===== config.mk =====
export PLATFORM = sky130hd
export DESIGN_NAME = rtc_bcd_calendar
export DESIGN_NICKNAME = d
export VERILOG_FILES = /design/src/rtl/rtc_bcd_calendar.sv
export SDC_FILE = /design/constraint.sdc
export NUM_CORES = 1
export LEC_CHECK = 0
export BUFFER_PORTS_ARGS = -buffer_cell sky130_fd_sc_hd__buf_2
export CAP_MARGIN = 20
export CORE_MARGIN = 2
export CORE_UTILIZATION = 60
export CTS_CLUSTER_DIAMETER = 150
export DETAILED_ROUTE_END_ITERATION = 7
export GPL_ROUTABILITY_DRIVEN = 0
export HOLD_SLACK_MARGIN = 0.12
export PLACE_DENSITY = 0.89
export SLEW_MARGIN = 40
export SYNTH_ARGS = -nofsm -noshare
export SYNTH_HDL_FRONTEND = slang
export SYNTH_SLANG_ARGS = --single-unit
export TNS_END_PERCENT = 5

===== constraint.sdc =====
create_clock -name clk -period 7.7 [get_ports clk]
set_input_delay 0.77 -clock clk [delete_from_list [all_inputs] [get_ports clk]]
set_output_delay 0.77 -clock clk [all_outputs]
set_load 0.005 [all_outputs]

===== src/rtl/rtc_bcd_calendar.sv =====
`timescale 1ns/1ps
module rtc_bcd_calendar #(
  parameter int HOLD_CNT = 250
) (
  input  logic       clk,
  input  logic       rst_n,
  input  logic       tick_1hz,
  input  logic       msec_ce,
  input  logic       rd_busy,
  input  logic       wr_en,
  input  logic [2:0] wr_addr,
  input  logic [7:0] wr_data,
  input  logic [2:0] rd_addr,
  output logic [7:0] rd_data,
  output logic       phase_rst
);
  localparam int HW = $clog2(HOLD_CNT + 1);

  logic       st_q, ceb_q, cb_q;
  logic [6:0] sec_q, min_q;
  logic [5:0] hr_q, date_q;
  logic [2:0] dow_q;
  logic [4:0] mon_q;
  logic [7:0] yr_q;

  logic       v_cb;
  logic [6:0] v_sec, v_min;
  logic [5:0] v_hr, v_date;
  logic [2:0] v_dow;
  logic [4:0] v_mon;
  logic [7:0] v_yr;

  logic [HW-1:0] hold_q;

  function automatic logic [7:0] bcd_inc(input logic [7:0] v);
    return (v[3:0] >= 4'd9) ? {4'(v[7:4] + 4'd1), 4'h0} : {v[7:4], 4'(v[3:0] + 4'd1)};
  endfunction

  logic       adv, c_s, c_m, c_h, c_d, c_mo, c_y, leap;
  logic [7:0] ybin;
  logic [5:0] last_day;

  assign adv  = tick_1hz && !st_q && !wr_en;
  assign c_s  = sec_q >= 7'h59;
  assign c_m  = min_q >= 7'h59;
  assign c_h  = hr_q >= 6'h23;
  assign c_mo = mon_q >= 5'h12;
  assign c_y  = yr_q >= 8'h99;
  assign ybin = 8'(yr_q[7:4]) * 8'd10 + 8'(yr_q[3:0]);
  assign leap = ybin[1:0] == 2'b00;
  assign c_d  = date_q >= last_day;
  assign phase_rst = wr_en && (wr_addr != 3'd7);

  always_comb begin
    case (mon_q)
      5'h02:                      last_day = leap ? 6'h29 : 6'h28;
      5'h04, 5'h06, 5'h09, 5'h11: last_day = 6'h30;
      default:                    last_day = 6'h31;
    endcase
  end

  always_ff @(posedge clk or negedge rst_n) begin
    if (!rst_n) begin
      st_q <= 1'b0; ceb_q <= 1'b0; cb_q <= 1'b0;
      sec_q <= '0; min_q <= '0; hr_q <= '0;
      dow_q <= 3'd1; date_q <= 6'h01; mon_q <= 5'h01; yr_q <= '0;
    end else if (wr_en) begin
      case (wr_addr)
        3'd0: begin st_q <= wr_data[7]; sec_q <= wr_data[6:0]; end
        3'd1: min_q <= wr_data[6:0];
        3'd2: begin ceb_q <= wr_data[7]; cb_q <= wr_data[6]; hr_q <= wr_data[5:0]; end
        3'd3: dow_q <= wr_data[2:0];
        3'd4: date_q <= wr_data[5:0];
        3'd5: mon_q <= wr_data[4:0];
        3'd6: yr_q <= wr_data;
        default: ;
      endcase
    end else if (adv) begin
      sec_q <= c_s ? 7'h00 : 7'(bcd_inc({1'b0, sec_q}));
      if (c_s)
        min_q <= c_m ? 7'h00 : 7'(bcd_inc({1'b0, min_q}));
      if (c_s && c_m)
        hr_q <= c_h ? 6'h00 : 6'(bcd_inc({2'b0, hr_q}));
      if (c_s && c_m && c_h) begin
        dow_q  <= (dow_q >= 3'd7) ? 3'd1 : dow_q + 3'd1;
        date_q <= c_d ? 6'h01 : 6'(bcd_inc({2'b0, date_q}));
        if (c_d) begin
          mon_q <= c_mo ? 5'h01 : 5'(bcd_inc({3'b0, mon_q}));
          if (c_mo) begin
            yr_q <= c_y ? 8'h00 : bcd_inc(yr_q);
            if (c_y && ceb_q) cb_q <= ~cb_q;
          end
        end
      end
    end
  end

  always_ff @(posedge clk or negedge rst_n) begin
    if (!rst_n)
      hold_q <= '0;
    else if (adv && rd_busy && hold_q == '0)
      hold_q <= HW'(HOLD_CNT);
    else if (hold_q != '0 && msec_ce)
      hold_q <= hold_q - 1'b1;
  end

  always_ff @(posedge clk or negedge rst_n) begin
    if (!rst_n) begin
      v_cb <= 1'b0; v_sec <= '0; v_min <= '0; v_hr <= '0;
      v_dow <= 3'd1; v_date <= 6'h01; v_mon <= 5'h01; v_yr <= '0;
    end else begin
      if (hold_q == '0) begin
        v_cb <= cb_q; v_sec <= sec_q; v_min <= min_q; v_hr <= hr_q;
        v_dow <= dow_q; v_date <= date_q; v_mon <= mon_q; v_yr <= yr_q;
      end
      if (wr_en) begin
        case (wr_addr)
          3'd0: v_sec <= wr_data[6:0];
          3'd1: v_min <= wr_data[6:0];
          3'd2: begin v_cb <= wr_data[6]; v_hr <= wr_data[5:0]; end
          3'd3: v_dow <= wr_data[2:0];
          3'd4: v_date <= wr_data[5:0];
          3'd5: v_mon <= wr_data[4:0];
          3'd6: v_yr <= wr_data;
          default: ;
        endcase
      end
    end
  end

  always_comb begin
    case (rd_addr)
      3'd0:    rd_data = {st_q, v_sec};
      3'd1:    rd_data = {1'b0, v_min};
      3'd2:    rd_data = {ceb_q, v_cb, v_hr};
      3'd3:    rd_data = {5'b0, v_dow};
      3'd4:    rd_data = {2'b0, v_date};
      3'd5:    rd_data = {3'b0, v_mon};
      3'd6:    rd_data = v_yr;
      default: rd_data = 8'h00;
    endcase
  end
endmodule


# Word-level counts from Yosys, hierarchy flattened
# Index checks and enable logic that the tools add are counted.
# word_totals
reg_bits,96
input_bits,20
word_cells,206
# classes
eq_ne,25
n_bitwise,1
muxes,79
n_reduce_logical,47
n_addsub,15
order_cmp,13
n_mul,1
# op_table
cell,n
two-way mux 7 bit,17
two-way mux 6 bit,18
two-way mux 8 bit,13
case mux 8 bit (7 select lines),1
two-way mux 5 bit,10
adder 4 x 1 -> 4 bit (second input constant),7
greater-or-equal comparator 4 bit (second input constant),6
two-way mux 3 bit,8
== test 3 bit (second input constant),6
nonzero test 3 bit,6
AND reduction 4 bit,4
nonzero test 2 bit,8
AND reduction 3 bit,5
greater-or-equal comparator 7 bit (second input constant),2
inequality test 2 x 1 -> 1 bit (second input constant),7
== test 3 x 2 -> 1 bit (second input constant),4
AND reduction 6 bit,2
two-way mux 1 bit,11
== test 5 x 3 -> 1 bit (second input constant),2
case mux 5 bit (2 select lines),1
AND reduction 5 bit,2
adder 3 x 1 -> 3 bit (second input constant),3
logical AND 1 bit,9
greater-or-equal comparator 8 bit (second input constant),1
22 further kinds,28

# Longest topological paths before layout
# Gate-level depths: netlist (run 1).
# logic_depth
ltp_word,10
ltp_mapped,14

# Worst setup path before layout (run 1)
# Ideal clock, no wire load.
# synth_timing
path_type,register to register
startpoint,register mon_q[0]
endpoint,register mon_q[0]
stages_incl_launch_ff,14
period_less_slack_ps,3054
t_arrival_ps,2972
path_buffers,1
setup_time_ps,82
slack_ps,4646
cell_sequence,dfstp_2 -> inv_1 -> ha_1 -> nor4b_1 -> o21ai_0 -> o21ai_0 -> a31oi_1 -> ha_1 -> nor4b_1 -> o21ai_0 -> a21oi_1 -> or3_1 -> clkbuf_1 -> mux2_2
# synth_between
elab_chain_len,7
# synth_rtl
item,line,source
"start, declared",23,logic [4:0] mon_q;
"start signal, assigned",74,3'd5: mon_q <= wr_data[4:0];
"start signal, assigned",88,"mon_q <= c_mo ? 5'h01 : 5'(bcd_inc({3'b0, mon_q}));"
branches (longest 7 deep; another with greater-or-equal comparator 6 bit),--,
# Several ways; the timed one is not identified. The select of a mux whose other input is x is not followed.
# A chain may end at the register's enable or synchronous reset.

# Final worst setup path (run 1)
# Same ends and word-level chain as after synthesis.

==> results of run 1 <==
## per-stage QoR
step	hold WS, ns	utilization [%]	instances	instance area, µm²
2_1_floorplan	0.474	-	658	5990
3_3_place_gp	0.502	63.3	782	6150
3_5_place_dp	0.505	63.5	782	6180
4_1_cts	0.237	65.5	798	6380
5_1_grt	0.244	65.7	799	6400
6_report	0.232	65.7	799	6400
## state kept, by name, indices dropped and copies added, names as in the netlist, 6 cells and up
register and flops:
hr_q 6, min_q 7, v_hr 6, sec_q 7, v_yr 8, v_sec 7, v_min 7, yr_q 8
hold_q 8, date_q 6, v_date 6
## synthesized netlist by cell type (all sizes together), types with 6 or more instances
| master | instances |
|---|---|
| a21oi | 68 |
| a31oi | 10 |
| and2 | 6 |
| buf | 18 |
| clkbuf | 24 |
| dfrtp | 90 |
| dfstp | 6 |
| ha | 34 |
| inv | 29 |
| mux2 | 15 |
| mux2i | 34 |
| nand2 | 55 |
| nand2b | 6 |
| nand3 | 12 |
| nand4 | 6 |
| nor2 | 69 |
| nor3 | 8 |
| o21ai | 47 |
| o22ai | 9 |
| o32a | 8 |
| o41ai | 7 |
## worst paths after layout
kind                       cells past startpoint        end  startpoint  slack (ns)
max                                           13   mon_q[0]    mon_q[0]        4.09
min                                            1  date_q[1]       rst_n        0.23
min reg2reg                                    1  hold_q[0]   hold_q[0]        0.52
max reg2reg                                   13   mon_q[0]    mon_q[0]        4.09
max in group asynchronous                      2   v_sec[6]       rst_n        6.49
min in group clk                               1  hold_q[0]   hold_q[0]        0.52
## layout make-up
type	instances	share of cell area, %
Tap cell	133	2.60
Clock inverter	7	1.12
Clock buffer	9	1.94
Timing Repair Buffer	34	3.19
Inverter	29	1.70
Multi-Input combinational cell	491	51.8
Sequential cell	96	37.7
## kinds of logic (layout without fill, tap and decap cells)
family,Yosys count,in the layout,share of synthesized area [%]
AOI/OAI and AO/OA,203,203,21.7
xor gates and xnor gates,7,7,1.02
buffers and inverters,71,79,4.99
muxes,51,51,9.25
adders and majority gates,34,34,7.10
DFF,96,96,40.2
and+or+nand+nor,196,196,15.7
## per-layer routing
metal	up-vias	wire length (µm)	GRT usage, %
met1	2568	6420	42.4
met2	362	7630	49.8
met3	52	1810	5.01
li1	2397	-	-
met5	-	0	0
met4	0	518	14.0
## power breakdown
part | switching [W] | internal, W
sequential | 0.000253 | 0.000740
clock | 0.000191 | 0.000150
combinational | 0.000474 | 0.000374
==> results.toml, run 1 <==
[outcome]
status = "finished clean"

[power]
power_w = 0.00218
cellLeakagePower_nw = 2.91
powerDensity_nw_per_um2 = 341
irDropWorstVdd_v = 0.000147

[finish]
final_cell_mix = "90 x dfrtp_1, 69 x nor2_1, 68 x a21oi_1"
area_delta_synth_final_pct = 6.74
layout_commonest_cell = "dfrtp_1"
fin_nets = 715
n_antenna_cell = 0
drive_above_1_share_pct = 12.9
multiInputGateArea_um2 = 3310
seq_area_um2 = 2410
fill_cells = 771

[sta]
fin_setup_tns_ns = 0
drv_slew = 0
post-route-period-util_pct = 46.8
hold_viol_final = 0
setup_violations = 0
final.setup_skew_ns = 0.00935
max_clock_freq_mhz = 277
worst_pin_slew_ns = 0.799
period_needed_ns = 3.61
max_slew_margin_pct = 46.7
final.setup.worst_slack_ns = 4.09
rsz0062_at_grt = "no"

[clock_network]
htreeDepth = 3
cts.sinks = 96
cts_root_buffer = "clkbuf_8"
cts_resized = 0
hold_buffers = 0
clkTransAtPathRegs_ns = 0.10
cts_tree = "built"
cts_setup_buffers = 0
clk_path_buf_depth = 2
clock_latency_ns = 0.38
cts_buffers = 9

[hold_path]
hold_class = "primary input to asynchronous set/reset pin"

[critical_path]
crit_path_frequent_cell = "o21ai_0"
setup.worst_path.end_class = "register"
required_ns = 8.01
critPathMaxFanout = 12
crit_family = "simple AND/OR/NAND/NOR gates"
crit_chain = "inv_1 -> ha_1 -> nor4b_1 -> o21ai_0 -> o21ai_0 -> a31oi_1 -> ha_1 -> nor4b_1 -> o21ai_0 -> a21oi_1 -> buf_4 -> or3_1 -> mux2_2"
cp_slowest_cell = "nor4b_1"
crit_buf_inv = 2
cp_slowest_stage_delay_ns = 0.45
crit_type = "register to register"
cp-start-kind = "register"
critical_path_arrival_ns = 3.92

[synthesis]
synth-seq-cells = 96
synthCells = 658
synth_ff_type = "dfrtp_1"
synth_warnings = 0
yosys.area.top_type_share_pct = 37.6
async_flop_share_pct = 100
synth_top_cell_by_area = "dfrtp_1"
netlist_area_um2 = 5990
syn_avg_cell_area_um2 = 9.11
synth_edf_count = 0
yosysSeqAreaShare_pct = 40.2
synth_area_leaders = "dfrtp_1 38%, ha_1 7.1%, a21oi_1 5.7%"
synth_nets = 712
yosysUniqueCellTypes = 71

[detailed_routing]
drt_iter0_markers = 601
wl_per_cell_um = 20.5
dr.pass1.iters = 5
wl_um = 16400
vias = 5379
ant_nets = 0
via_per_inst = 6.73
drc_errors = 0

[grt]
antenna_found_initial = 0
grt_max_degree = 81
grt_pass1_wl_um = 26900
grt_pass1_vias = 5304
gr-total-overflow = 0
gr-usage-all-layers_pct = 31.3

[die]
die-height_um = 104
row_count = 36
fp.dieW_um = 104
core_um2 = 9730
ios = 29
start_util_pct = 61.6
die_area_um2 = 10800

[placed_design]
port_buffers = 28
post-place-ws_ns = 4.17
dpl.hpwl_um = 11500

[job]
cap_violations = 0
No activity file was read; power rests on OpenSTA's default activity.
==> inputs of run 2 (changes only) <==
--- a/config.mk
+++ b/config.mk
@@ -5,15 +5,16 @@
 export SDC_FILE = /design/constraint.sdc
 export NUM_CORES = 1
 export LEC_CHECK = 0
+export ABC_AREA = 1
 export BUFFER_PORTS_ARGS = -buffer_cell sky130_fd_sc_hd__buf_2
 export CAP_MARGIN = 20
 export CORE_MARGIN = 2
-export CORE_UTILIZATION = 60
+export CORE_UTILIZATION = 56
 export CTS_CLUSTER_DIAMETER = 150
 export DETAILED_ROUTE_END_ITERATION = 7
 export GPL_ROUTABILITY_DRIVEN = 0
 export HOLD_SLACK_MARGIN = 0.12
-export PLACE_DENSITY = 0.89
+export PLACE_DENSITY = 0.88
 export SLEW_MARGIN = 40
 export SYNTH_ARGS = -nofsm -noshare
 export SYNTH_HDL_FRONTEND = slang
==> constraint.sdc (replaced) <==
create_clock -name clk -period 3.3 [get_ports clk]
set_input_delay 0.33 -clock clk [delete_from_list [all_inputs] [get_ports clk]]
set_output_delay 0.33 -clock clk [all_outputs]
set_load 0.005 [all_outputs]
==> results.toml, run 2 <==
[detailed_routing]
wl_um = 16600
dr.pass1.iters = 6
vias = 5941
via_per_inst = 5.95
ant_nets = 0
drc_errors = 0
wl_per_cell_um = 16.6
drt_iter0_markers = 796

[critical_path]
crit_type = "register to register"
critical_path_arrival_ns = 2.93
setup.worst_path.end_class = "register"
required_ns = 3.63
critPathMaxFanout = 7
cp-start-kind = "register"

[sta]
setup_violations = 0
rsz0062_at_grt = "no"
final.setup.worst_slack_ns = 0.697
worst_pin_slew_ns = 0.700
max_slew_margin_pct = 53.0
drv_slew = 0
period_needed_ns = 2.60
whs_ns = 0.238
fin_setup_tns_ns = 0
hold_viol_final = 0
max_clock_freq_mhz = 384
final.setup_skew_ns = 0.0126
post-route-period-util_pct = 78.9

[synthesis]
synth_warnings = 0
synth_top_cell_by_area = "dfrtp_1"
synth_edf_count = 0
synth_common_cells = "187 x nand2_1, 109 x inv_1, 96 x o21ai_0, 90 x dfrtp_1, 62 x nand3_1"
synth_ff_type = "dfrtp_1"
synth-simple-area-share_pct = 25.7
yosysSeqAreaShare_pct = 39.1
netlist_area_um2 = 6170
synth_most_common_cell = "nand2_1"
syn_avg_cell_area_um2 = 7.49
synth_top_family_by_area = "simple AND/OR/NAND/NOR gates"
yosys.area.top_type_share_pct = 36.5
synth_xor_area_share_pct = 2.70
synth_compound_area_share_pct = 17.4
synth_nets = 878
synthCells = 824
async_flop_share_pct = 100
synth_area_leaders = "dfrtp_1 37%, nand2_1 11%, o21ai_0 7.8%"
synth-seq-cells = 96
yosysUniqueCellTypes = 42
synth_adder_area_share_pct = 6.90
muxShareOfSynthArea_pct = 0

[clock_network]
htreeDepth = 3
clk_path_buf_depth = 2
cts_root_buffer = "clkbuf_8"
cts_tree = "built"
cts_resized = 0
cts_setup_buffers = 0
hold_buffers = 1
cts_buffers = 9
cts.sinks = 96
clkTransAtPathRegs_ns = 0.09
clock_latency_ns = 0.38

[job]
cap_violations = 0

[power]
netSwitchingPower_w = 0.00196
combPwrFrac_pct = 35.8
seqPwrFrac_pct = 44.8
cellLeakagePower_nw = 3.42
clkPwrFrac_pct = 19.4
power.internal_w = 0.00287
irDropWorstVdd_v = 0.000333
switching_share_pct = 40.6
powerDensity_nw_per_um2 = 715

[hold_path]
hold_class = "primary input to register"

[die]
die_area_um2 = 11900
start_util_pct = 57.2
row_count = 38
ios = 29
die-height_um = 109
core_um2 = 10800
fp.dieW_um = 109

[finish]
fin_nets = 908
drive_above_1_share_pct = 9.91
final_util_pct = 62.5
layout_commonest_cell = "nand2_1"
largestRegisters = "hold_q (8), v_yr (8), yr_q (8)"
final_cell_mix = "187 x nand2_1, 109 x inv_1, 96 x o21ai_0"
design_area_um2 = 6750
area_delta_synth_final_pct = 9.35
n_antenna_cell = 0

[grt]
grt_pass1_vias = 5460
gr-total-overflow = 0
grt_pass1_wl_um = 27400
grt_max_degree = 57
gr-usage-all-layers_pct = 29.8
antenna_found_initial = 0

[placed_design]
post_dp_cell_area_um2 = 6500
post-place-ws_ns = 0.732
dpl.hpwl_um = 12300
port_buffers = 28

[outcome]
status = "finished clean"
-- run 2: kinds of logic (layout without fill, tap and decap cells) --
logic type | after synthesis | in the layout
AOI/OAI and AO/OA | 195 | 195
and+or+nand+nor | 349 | 349
DFF | 96 | 96
adders and majority gates | 34 | 34
xor gates and xnor gates | 19 | 19
buffers and inverters | 131 | 165
-- run 2: final timing paths --
path,from,endpoint,slack [ns],cells after the start
setup / recovery,mon_q[0],date_q[4],0.70,17
hold / removal,wr_data[2],v_date[2],0.24,3
setup reg to reg,mon_q[0],date_q[4],0.70,17
hold reg to reg,ceb_q,ceb_q,0.50,2
max in group asynchronous,rst_n,v_mon[0],2.02,5
min in group asynchronous,rst_n,hold_q[2],0.34,2
-- run 2: per-layer routing --
layer  routed length [µm]  GRT usage, %
met1                 6850          42.0
met2                 7410          44.9
met3                 1750          5.20
met4                  547          13.3
met5                    0             0
-- run 2: power by group through the flow --
stage | registers (W) | clock network (W) | logic [W]
finish | 0.00216 | 0.000937 | 0.00173
global route | 0.00223 | 0.000988 | 0.00199
CTS | 0.00214 | 0.000938 | 0.00171
detailed placement | 0.00216 | 0 | 0.00170
global placement | 0.00214 | 0 | 0.00163
floorplan | 0.00200 | 0 | 0.00133
-- run 2: worst max-delay path: stages, from the launching register on --
cell	delay, ns
dfstp_2	0.59
inv_1	0.09
ha_1	0.23
nand3_1	0.13
inv_1	0.07
o21ai_0	0.07
nand4_1	0.10
inv_1	0.07
ha_1	0.21
inv_1	0.05
nor2_1	0.03
nand3_1	0.16
nand4_2	0.22
inv_1	0.18
nand2_1	0.10
nand3_1	0.11
nand2_1	0.07
nand2_1	0.07
-- run 2: cell type report --
cell class | count | area, µm²
fill | 933 | 4050
multi-input combinational | 597 | 3250
sequential | 96 | 2410
inverter | 113 | 425
timing repair buffer | 37 | 250
tap | 140 | 175
clock buffer | 10 | 128
clock inverter | 5 | 106
-- run 2: stage by stage --
step / instances / total power, W
finish: 998 / 0.00482
global route: 998 / 0.00520
CTS: 998 / 0.00479
detailed placement: 982 / 0.00386
global placement: 980 / 0.00377
floorplan: 824 / 0.00333
==> inputs of run 3 (changes only) <==
--- a/config.mk
+++ b/config.mk
@@ -9,12 +9,12 @@
 export BUFFER_PORTS_ARGS = -buffer_cell sky130_fd_sc_hd__buf_2
 export CAP_MARGIN = 20
 export CORE_MARGIN = 2
-export CORE_UTILIZATION = 56
+export CORE_UTILIZATION = 60
 export CTS_CLUSTER_DIAMETER = 150
 export DETAILED_ROUTE_END_ITERATION = 7
 export GPL_ROUTABILITY_DRIVEN = 0
 export HOLD_SLACK_MARGIN = 0.12
-export PLACE_DENSITY = 0.88
+export PLACE_DENSITY = 0.89
 export SLEW_MARGIN = 40
 export SYNTH_ARGS = -nofsm -noshare
 export SYNTH_HDL_FRONTEND = slang
==> constraint.sdc (replaced) <==
create_clock -name clk -period 2.7 [get_ports clk]
set_input_delay 0.27 -clock clk [delete_from_list [all_inputs] [get_ports clk]]
set_output_delay 0.27 -clock clk [all_outputs]
set_load 0.005 [all_outputs]
==> results.toml, run 3 (synthesized netlist as in run 2, its figures left out) <==
[detailed_routing]
drt_iter0_markers = 860
drc_errors = 0
ant_nets = 0
via_per_inst = 5.99
wl_per_cell_um = 17.0
vias = 5987
dr.pass1.iters = 6
wl_um = 17000

[critical_path]
rr_startpoint = "mon_q[0]"
setup.worst_path.end_class = "register"
startpoint = "mon_q[0]"
cp-start-kind = "register"
crit_type = "register to register"
critical_path_arrival_ns = 2.74
required_ns = 2.98
critPathMaxFanout = 7

[clock_network]
cts.sinks = 96
cts_tree = "built"
htreeDepth = 3
cts_root_buffer = "clkbuf_8"
clkTransAtPathRegs_ns = 0.10
clock_latency_ns = 0.38
clk_path_buf_depth = 2
cts_buffers = 9

[placed_design]
dpl.hpwl_um = 11900
port_buffers = 28
post_dp_cell_area_um2 = 6490

[sta]
worst_pin_slew_ns = 0.702
drv_slew = 0
max_clock_freq_mhz = 406
rsz0062_at_grt = "no"
setup_violations = 0
post-route-period-util_pct = 91.1
max_slew_margin_pct = 53.2
final.setup_skew_ns = 0.0143
hold_viol_final = 0
period_needed_ns = 2.46
fin_setup_tns_ns = 0

[power]
seqPwrFrac_pct = 45.1
switching_share_pct = 41.5
clkPwrFrac_pct = 18.0
irDropWorstVdd_v = 0.000375
netSwitchingPower_w = 0.00243
power.internal_w = 0.00342
powerDensity_nw_per_um2 = 867
combPwrFrac_pct = 36.9
cellLeakagePower_nw = 3.43

[finish]
final_cell_mix = "187 x nand2_1, 108 x inv_1, 96 x o21ai_0"
layout_commonest_cell = "nand2_1"
largestRegisters = "hold_q (8), v_yr (8), yr_q (8)"
area_delta_synth_final_pct = 9.27
drive_above_1_share_pct = 10.6
fin_nets = 913
n_antenna_cell = 0
fill_cells = 837
design_area_um2 = 6740

[hold_path]
min_from = "wr_data[1]"
hold_class = "primary input to register"

[job]
cap_violations = 0

[grt]
grt_max_degree = 59
gr-usage-all-layers_pct = 31.3
antenna_found_initial = 0
grt_pass1_vias = 5436
grt_pass1_wl_um = 27400
gr-total-overflow = 0

[die]
fp.dieW_um = 105
row_count = 37
core_um2 = 10100
ios = 29
die_area_um2 = 11100
start_util_pct = 60.8
die-height_um = 105

[outcome]
status = "finished clean"
[run 3: cell count changes in the layout (fill, tap and decap cells not counted), sizes merged]
cell / delta
buf: +5
bufinv: -1
clkbuf: +2
clkinv: +1
clkinvlp: -1
[run 3: power groups by stage]
stage / logic [W] / clock network [W] / registers (W)
after floorplan: 0.00162 / 0 / 0.00244
after global placement: 0.00198 / 0 / 0.00260
after detailed placement: 0.00206 / 0 / 0.00263
after CTS: 0.00210 / 0.00104 / 0.00261
after global routing: 0.00248 / 0.00110 / 0.00269
final: 0.00216 / 0.00105 / 0.00263
[run 3: final timing paths]
check	depth (start not counted)	to	slack, ns
setup / recovery	17	yr_q[6]	0.24
hold / removal	3	v_dow[1]	0.17
setup reg to reg	17	yr_q[6]	0.24
hold reg to reg	2	mon_q[0]	0.49
max in group asynchronous	3	v_mon[4]	1.60
min in group asynchronous	2	v_date[1]	0.40
[run 3: through the flow]
stage	utilization, %	hold slack [ns]	std cells	worst slack, ns	power (W)
5_1_grt	66.5	0.179	1000	0.0420	0.00627
3_3_place_gp	64.0	0.277	981	0.260	0.00459
3_5_place_dp	64.0	0.280	981	0.155	0.00469
6_report	66.5	0.173	1000	0.239	0.00585
2_1_floorplan	-	-0.0256	824	0.424	0.00407
4_1_cts	66.2	0.163	998	0.125	0.00575
[run 3: what timing repair did]
item / 4_1_cts / 5_1_grt
gates resized for setup: 0 / 4
hold buffers: 1 / 0
hold endpoints to repair: 32 / 0
buffers inserted: 0 / 2
endpoints found under the setup margin: 0 / 15
[run 3: layout make-up]
type	instances	area [µm²]	area share [%]
clock inverters	4	70.1	1.04
repair buffers	42	263	3.90
multi-input cells	597	3270	48.5
well taps	136	170	2.52
inverters	113	425	6.31
flip-flops and latches	96	2410	35.8
clock buffers	12	135	2.00
[run 3: worst max-delay path, stage by stage, from the launching register on]
cell,delay (ns)
dfstp_2,0.55
inv_1,0.06
ha_1,0.22
nand3_1,0.12
inv_1,0.07
o21ai_0,0.07
nand4_1,0.10
inv_1,0.07
ha_1,0.11
inv_1,0.03
nor2_1,0.11
nand3_2,0.15
nand4_4,0.15
nand2_1,0.11
nor2_4,0.18
nand2_2,0.11
nand2_1,0.09
nand2_1,0.06
[run 3: per-layer routing]
| metal | global-route usage [%] | vias to the layer above | part of all wire (%) | wire length [µm] |
|---|---|---|---|---|
| li1 | - | 2812 | - | - |
| met2 | 47.1 | 367 | 45 | 7660 |
| met3 | 6.18 | 56 | 10 | 1790 |
| met1 | 44.1 | 2752 | 41 | 6980 |
| met5 | 0 | - | 0 | 0 |
| met4 | 13.5 | 0 | 3.5 | 603 |
